### config.mk
export PLATFORM = sky130hd
export DESIGN_NAME = keystore_ctrl
export DESIGN_NICKNAME = d
export VERILOG_FILES = /design/src/rtl/keystore_pkg.sv /design/src/rtl/keystore_bank.sv /design/src/rtl/keystore_crc.sv /design/src/rtl/keystore_irq.sv /design/src/rtl/keystore_ctrl.sv
export SDC_FILE = /design/constraint.sdc
export NUM_CORES = 1
export LEC_CHECK = 0
export ABC_AREA = 1
export BUFFER_PORTS_ARGS = -buffer_cell sky130_fd_sc_hd__buf_2
export CORE_UTILIZATION = 67
export DETAILED_ROUTE_END_ITERATION = 7
export PLACE_DENSITY = 0.85
export SYNTH_ARGS = -nofsm -noshare
export SYNTH_HDL_FRONTEND = slang
export SYNTH_SLANG_ARGS = --single-unit
export TNS_END_PERCENT = 1
### constraint.sdc
create_clock -name clk -period 9.9 [get_ports clk]
set_input_delay 0.495 -clock clk [delete_from_list [all_inputs] [get_ports clk]]
set_output_delay 0.495 -clock clk [all_outputs]
set_load 0.1 [all_outputs]
### src/rtl/keystore_pkg.sv
package keystore_pkg;
    localparam int DATA_W  = 32;
    localparam int REG_AW  = 7;
    localparam int NUM_KEY = 9;

    localparam logic [REG_AW-1:0] OFS_STAT  = 7'h00;
    localparam logic [REG_AW-1:0] OFS_CTRL  = 7'h04;
    localparam logic [REG_AW-1:0] OFS_UNLK  = 7'h08;
    localparam logic [REG_AW-1:0] OFS_CSUM  = 7'h0C;
    localparam logic [REG_AW-1:0] OFS_KEY0  = 7'h10;
    localparam logic [REG_AW-1:0] OFS_SERR  = 7'h34;
    localparam logic [REG_AW-1:0] OFS_ISTAT = 7'h38;
    localparam logic [REG_AW-1:0] OFS_IMASK = 7'h3C;
    localparam logic [REG_AW-1:0] OFS_IEN   = 7'h40;
    localparam logic [REG_AW-1:0] OFS_IDIS  = 7'h44;
    localparam logic [REG_AW-1:0] OFS_LOCK  = 7'h4C;

    localparam int ST_PGM  = 0;
    localparam int ST_WIPE = 4;
    localparam int ST_DONE = 8;
    localparam int ST_PASS = 9;

    localparam logic [DATA_W-1:0] UNLOCK_WORD = 32'h757B_DF0D;
    localparam logic [DATA_W-1:0] CRC_POLY    = 32'h82F6_3B78;

    typedef struct packed {
        logic              pgm;
        logic              wiped;
        logic              done;
        logic              pass;
        logic              lock;
        logic              serr_en;
        logic [DATA_W-1:0] csum;
    } ctl_st_t;

    // One word into a reflected CRC, LSB first.
    function automatic logic [DATA_W-1:0] crc_word(input logic [DATA_W-1:0] crc,
                                                   input logic [DATA_W-1:0] din);
        logic [DATA_W-1:0] c;
        c = crc ^ din;
        for (int b = 0; b < DATA_W; b++) begin
            c = c[0] ? ((c >> 1) ^ CRC_POLY) : (c >> 1);
        end
        return c;
    endfunction
endpackage

### src/rtl/keystore_bank.sv
module keystore_bank #(
    parameter int NUM_W = 9,
    parameter int DW    = 32
) (
    input  logic                      clk,
    input  logic                      por_n,
    input  logic [NUM_W-1:0]          we,
    input  logic [NUM_W-1:0]          clr,
    input  logic [DW-1:0]             wdata,
    output logic [NUM_W-1:0][DW-1:0]  words
);
    logic [NUM_W-1:0][DW-1:0] words_d, words_q;

    for (genvar i = 0; i < NUM_W; i++) begin : g_word
        always_comb begin
            if (clr[i]) begin
                words_d[i] = '0;
            end else if (we[i]) begin
                words_d[i] = wdata;
            end else begin
                words_d[i] = words_q[i];
            end
        end
    end

    // Only power-on reset touches the key contents.
    always_ff @(posedge clk or negedge por_n) begin
        if (!por_n) begin
            words_q <= '0;
        end else begin
            words_q <= words_d;
        end
    end

    assign words = words_q;
endmodule

### src/rtl/keystore_crc.sv
module keystore_crc
    import keystore_pkg::*;
#(
    parameter int NUM_SUM   = 8,
    parameter bit LEAD_ZERO = 1'b1
) (
    input  logic                           clk,
    input  logic                           rst_n,
    input  logic                           start,
    input  logic [NUM_SUM-1:0][DATA_W-1:0] words,
    output logic                           fin,
    output logic [DATA_W-1:0]              result
);
    localparam int IW        = $clog2(NUM_SUM + 1);
    localparam int FEED_N    = 2 ** IW;
    localparam int START_IDX = LEAD_ZERO ? NUM_SUM : NUM_SUM - 1;

    typedef struct packed {
        logic              busy;
        logic              fin;
        logic [IW-1:0]     idx;
        logic [DATA_W-1:0] crc;
    } crc_st_t;

    crc_st_t st_d, st_q;
    logic [FEED_N-1:0][DATA_W-1:0] feed;
    logic [DATA_W-1:0] din;

    always_comb begin
        feed = '0;
        for (int k = 0; k < NUM_SUM; k++) begin
            feed[k] = words[k];
        end
        din = feed[st_q.idx];

        st_d     = st_q;
        st_d.fin = 1'b0;
        if (start) begin
            st_d.busy = 1'b1;
            st_d.idx  = IW'(START_IDX);
            st_d.crc  = '1;
        end else if (st_q.busy) begin
            st_d.crc = crc_word(st_q.crc, din);
            if (st_q.idx == '0) begin
                st_d.busy = 1'b0;
                st_d.fin  = 1'b1;
            end else begin
                st_d.idx = st_q.idx - 1'b1;
            end
        end
    end

    always_ff @(posedge clk or negedge rst_n) begin
        if (!rst_n) begin
            st_q <= '0;
        end else begin
            st_q <= st_d;
        end
    end

    assign fin    = st_q.fin;
    assign result = ~st_q.crc;
endmodule

### src/rtl/keystore_irq.sv
module keystore_irq #(
    parameter int NI = 1
) (
    input  logic          clk,
    input  logic          rst_n,
    input  logic [NI-1:0] evt,
    input  logic [NI-1:0] w1c,
    input  logic [NI-1:0] unmask,
    input  logic [NI-1:0] domask,
    output logic [NI-1:0] stat,
    output logic [NI-1:0] mask,
    output logic          irq
);
    typedef struct packed {
        logic [NI-1:0] stat;
        logic [NI-1:0] mask;
    } irq_st_t;

    irq_st_t st_d, st_q;

    always_comb begin
        st_d      = st_q;
        st_d.stat = (st_q.stat & ~w1c) | evt;
        st_d.mask = (st_q.mask & ~unmask) | domask;
    end

    always_ff @(posedge clk or negedge rst_n) begin
        if (!rst_n) begin
            st_q.stat <= '0;
            st_q.mask <= '1;
        end else begin
            st_q <= st_d;
        end
    end

    assign stat = st_q.stat;
    assign mask = st_q.mask;
    assign irq  = |(st_q.stat & ~st_q.mask);
endmodule

### src/rtl/keystore_ctrl.sv
module keystore_ctrl
    import keystore_pkg::*;
#(
    parameter bit WORD8_WO = 1'b1,
    parameter int NUM_IRQ  = 1
) (
    input  logic               clk,
    input  logic               por_n,
    input  logic               rst_n,
    input  logic               psel,
    input  logic               penable,
    input  logic               pwrite,
    input  logic [REG_AW-1:0]  paddr,
    input  logic [DATA_W-1:0]  pwdata,
    output logic [DATA_W-1:0]  prdata,
    input  logic [NUM_IRQ-1:0] irq_evt,
    output logic               irq
);
    localparam int KIW     = $clog2(NUM_KEY);
    localparam int KEY_HI  = NUM_KEY - 1;
    localparam int NUM_SUM = NUM_KEY - 1;
    localparam logic [REG_AW-1:0] OFS_KEY_LAST = OFS_KEY0 + REG_AW'(4 * KEY_HI);

    logic rst_all_n;
    logic aligned, wr, key_hit, unlock_hit, zap, crc_start, crc_fin, nz_clear;
    logic [REG_AW-1:0] key_off;
    logic [KIW-1:0] key_idx;
    logic [NUM_KEY-1:0] key_we, key_clr;
    logic [NUM_KEY-1:0][DATA_W-1:0] keys;
    logic [DATA_W-1:0] crc_val, rd_mux;
    logic [NUM_IRQ-1:0] istat, imask, i_w1c, i_en, i_dis;
    ctl_st_t st_d, st_q;

    assign rst_all_n = por_n & rst_n;

    // Access decode
    assign aligned    = (paddr[1:0] == 2'b00);
    assign wr         = psel & penable & pwrite & aligned;
    assign key_hit    = aligned && (paddr >= OFS_KEY0) && (paddr <= OFS_KEY_LAST);
    assign key_off    = paddr - OFS_KEY0;
    assign key_idx    = key_off[KIW+1:2];
    assign unlock_hit = wr && (paddr == OFS_UNLK) && (pwdata == UNLOCK_WORD);
    assign zap        = unlock_hit || (wr && (paddr == OFS_CTRL) && pwdata[0]);
    assign crc_start  = wr && (paddr == OFS_CSUM) && st_q.pgm;

    always_comb begin
        for (int i = 0; i < NUM_KEY; i++) begin
            key_we[i]  = wr && key_hit && (key_idx == KIW'(i)) && st_q.pgm &&
                         ((i != KEY_HI) || !st_q.lock);
            key_clr[i] = zap && ((i != KEY_HI) || WORD8_WO);
        end
        nz_clear = (|key_we) && (pwdata != '0) && ((key_idx != KIW'(KEY_HI)) || WORD8_WO);
    end

    assign i_w1c = (wr && paddr == OFS_ISTAT) ? pwdata[NUM_IRQ-1:0] : '0;
    assign i_en  = (wr && paddr == OFS_IEN)   ? pwdata[NUM_IRQ-1:0] : '0;
    assign i_dis = (wr && paddr == OFS_IDIS)  ? pwdata[NUM_IRQ-1:0] : '0;

    keystore_bank #(.NUM_W(NUM_KEY), .DW(DATA_W)) i_bank (
        .clk   (clk),
        .por_n (por_n),
        .we    (key_we),
        .clr   (key_clr),
        .wdata (pwdata),
        .words (keys)
    );

    keystore_crc #(.NUM_SUM(NUM_SUM), .LEAD_ZERO(WORD8_WO)) i_crc (
        .clk    (clk),
        .rst_n  (rst_all_n),
        .start  (crc_start),
        .words  (keys[NUM_SUM-1:0]),
        .fin    (crc_fin),
        .result (crc_val)
    );

    keystore_irq #(.NI(NUM_IRQ)) i_irq (
        .clk    (clk),
        .rst_n  (rst_all_n),
        .evt    (irq_evt),
        .w1c    (i_w1c),
        .unmask (i_en),
        .domask (i_dis),
        .stat   (istat),
        .mask   (imask),
        .irq    (irq)
    );

    // Control state next value
    always_comb begin
        st_d     = st_q;
        st_d.pgm = st_q.pgm | unlock_hit;
        if (zap) begin
            st_d.wiped = 1'b1;
        end else if (nz_clear) begin
            st_d.wiped = 1'b0;
        end
        if (crc_start) begin
            st_d.csum = pwdata;
            st_d.done = 1'b0;
            st_d.pass = 1'b0;
        end else if (crc_fin) begin
            st_d.done = 1'b1;
            st_d.pass = (crc_val == st_q.csum);
        end
        if (wr && paddr == OFS_LOCK && !WORD8_WO) begin
            st_d.lock = st_q.lock | pwdata[0];
        end
        if (wr && paddr == OFS_SERR) begin
            st_d.serr_en = pwdata[0];
        end
    end

    always_ff @(posedge clk or negedge rst_all_n) begin
        if (!rst_all_n) begin
            st_q <= '0;
        end else begin
            st_q <= st_d;
        end
    end

    // Read path
    always_comb begin
        rd_mux = '0;
        if (aligned) begin
            case (paddr)
                OFS_STAT: begin
                    rd_mux[ST_PGM]  = st_q.pgm;
                    rd_mux[ST_WIPE] = st_q.wiped;
                    rd_mux[ST_DONE] = st_q.done;
                    rd_mux[ST_PASS] = st_q.pass;
                end
                OFS_KEY_LAST: rd_mux = WORD8_WO ? '0 : keys[KEY_HI];
                OFS_SERR:     rd_mux[0] = st_q.serr_en;
                OFS_ISTAT:    rd_mux[NUM_IRQ-1:0] = istat;
                OFS_IMASK:    rd_mux[NUM_IRQ-1:0] = imask;
                OFS_LOCK:     rd_mux[0] = st_q.lock;
                default:      rd_mux = '0;
            endcase
        end
        prdata = (psel && !pwrite) ? rd_mux : '0;
    end
endmodule

==> flow_summary.ini <==
[run_status]
status = finished, final reports clean

[hold_path]
timing.hold.worst.class = input pin to flop
worst_hold_path.num_cells = 2

[detailed_routing]
drt_first_iter_violations = 2907
vias = 22200
dr_wl_met2_mm = 30.8
routed_wl_mm = 72.8
met3RoutedLength_mm = 9.05
postRouteAntennaNets = 0
routed.top_layer = met4
met1_length_mm = 29.1
remaining_drcs = 0
routed_via_density = 6.23
firstDrtPassIters = 6
average_wire_per_standard_cell_microns = 20.4

[job]
max_cap_viol_count = 0

[sta]
timing.final.max_slew_violations = 0
setup_total_negative_slack_ns = 0
clock_skew_ns = 0.0141
slew_headroom = 0.308
fmax_ghz = 0.124
post-route-period-util = 0.811
rsz0062_at_grt = false
worst_slew_pin_slew_ns = 1.04
timing_hold_violations_final = 0
period_needed_ns = 8.03
setup_viol_count_final = 0

[clocking]
clk_pin_slew_worst_paths_ns = 0.06
clock_tree.buffer_depth = 3
tritoncts = done
clock_sink_count = 333
clkLatencyLatePin_ns = 0.53
ctsHtreeMaxLevel = 2
clk_root_buffer_cell = clkbuf_16
postCtsSetupRepairBufs = 0
cts_repair_resize_count = 0
number_of_buffers_created_by_cts = 35

[worst_setup_path]
cell_depth_of_the_worst_flop_to_flop_path = 42
setup.worst_path.start_class = flop
worstPathMaxFanout = 57
cpPeakStageDelay_ns = 0.70
r2r-start = i_crc.st_q[32]$_DFFE_PN0P_
setup.worst_path.class = flop to flop
highest_delay_cell_along_the_critical_path = dfrtp_4
worstPathRequired_ns = 10.36
critPathCaptureType = flop
timing.critical_path.to = i_crc.st_q[20]$_DFFE_PN0P_
critPathMostFrequentCell = nand2_1
worst_case_register_to_register_setup_slack_ns = 1.87
crit_path_start = i_crc.st_q[32]$_DFFE_PN0P_
cp_data_arrival_time_ns = 8.49
r2r-end = i_crc.st_q[20]$_DFFE_PN0P_

[die]
io-pin-count = 79
floorplan.initialDensity = 0.686
rows = 66
fp.dieH_microns = 185
fp.coreArea_sq_mm = 0.0327
die_w_microns = 185
die_area_sq_mm = 0.0342

[synth]
mean_instance_size_in_the_synthesized_netlist_sq_um = 7.15
asyncSetResetFlopFracSynth = 1.00
ys_warn_count = 0
synthTopCellsByArea = dfrtp_1 37%, nand2_1 16%, nand3_1 9.0%
synth_area_sq_mm = 0.0224
dominant_cell_type_by_area_after_synthesis = dfrtp_1
synth_top_area_frac = 0.370
synth_enable_flop_cells = 0
synth.cells.most_frequent = 980 x nand2_1, 405 x nand3_1, 332 x dfrtp_1, 295 x inv_1, 185 x o21ai_0
gate_count_after_technology_mapping = 3139
ys.flop_type = dfrtp_1
synth_seq_cells = 333
post-synth-top-count-cell = nand2_1
synth.lib_cells_used.distinct = 55
ys_seq_area_frac = 0.372

[final_layout]
share_of_cells_above_drive_strength_1 = 0.105
fill_count = 2686
register_area_sq_mm = 0.00834
fin_nets = 3149
multiInputGateArea_sq_mm = 0.0118
layoutNonFillerInstCount = 3571
synthToLayoutAreaGrowth_pct = 4.97

[grt]
antenna_found_initial = 2
grt-ovfl-total = 0
largest_net_degree_at_the_start_of_global_routing = 177
vias_in_the_first_global_route = 20600
grt_first_pass_wirelength_mm = 113
grtUsageTotal = 0.431

[placed_design]
detailedPlacementHpwl_mm = 50.4
dp.cells = 3505
io_buffer_count = 50
place_congestion = 1.05
==> worst max-delay path: cells and delay by family, from the launching register on <==
kind	cells	cell delay (ns)
buffers and inverters	6	2.00
and+or+nand+nor	36	5.21
DFF	1	0.70
==> cell type report <==
type / count / area share
multi-input cells: 2334 / 0.503
flip-flops and latches: 333 / 0.354
inverters: 323 / 0.0521
clock buffers: 48 / 0.0419
well taps: 442 / 0.0235
repair buffers: 75 / 0.0198
clock inverters: 14 / 0.00563
diodes: 2 / 0.000213
==> metal layers <==
metal | vias to the layer above | GRT usage
met3 | 219 | 0.100
li1 | 10100 | -
met2 | 1460 | 0.628
met4 | 0 | 0.213
met5 | - | 0
met1 | 10400 | 0.603
==> placed cells by master, fill, tap and decap left out, types with 49 or more instances in the layout <==
| master | instances |
|---|---|
| a21oi_1 | 68 |
| inv_1 | 294 |
| o21ai_0 | 185 |
| xor2_1 | 126 |
| o22ai_1 | 155 |
| nand2_2 | 103 |
| nand2_1 | 974 |
| nor2_1 | 68 |
| nand3_1 | 405 |
| buf_2 | 49 |
| dfrtp_1 | 330 |
==> stage by stage <==
stage,worst slack [ns],hold WS [ns],util,instance area [sq um]
6_report,1.87,0.149,0.720,23500
5_1_grt,1.41,0.160,0.720,23500
4_1_cts,2.10,0.144,0.720,23500
3_5_place_dp,2.11,0.472,0.685,22400
3_3_place_gp,2.18,0.469,0.685,22400
2_1_floorplan,5.58,0.199,-,22500
==> cells by family (layout without fill, tap and decap cells) <==
family          after synthesis  after routing  synth area share
flops                       333            333             0.372
fa+ha+maj                     1              1          0.000558
compound gates              491            491             0.125
simple gates               1658           1658             0.334
xor+xnor                    156            156            0.0632
other cells                   1             30          0.000167
buf+inv                     499            460             0.106
==> worst min-delay path by stage <==
stage                     slack, ns            startpoint                     endpoint
after global placement         0.47  i_irq.stat$_DFF_PN0_         i_irq.stat$_DFF_PN0_
after floorplan                0.20                 por_n  i_bank.words[0]$_DFFE_PN0P_
final                          0.15               irq_evt         i_irq.stat$_DFF_PN0_
after global routing           0.16               irq_evt         i_irq.stat$_DFF_PN0_
after CTS                      0.14               irq_evt         i_irq.stat$_DFF_PN0_
after detailed placement       0.47  i_irq.stat$_DFF_PN0_         i_irq.stat$_DFF_PN0_
==> what timing repair did <==
action / in CTS / in global routing
setup endpoints to repair: 0 / 0
hold buffers: 2 / 0
hold endpoints to repair: 53 / 0
==> registers in the layout (all words and copies together) (netlist names) <==
signal        flops
i_irq.mask        1
i_crc.fin         1
i_crc.st_q       37
st_q             37
i_bank.words    256
i_irq.stat        1
Power is not shown: default switching activity piles up to over one toggle a cycle in this logic, so the estimate is an artifact.
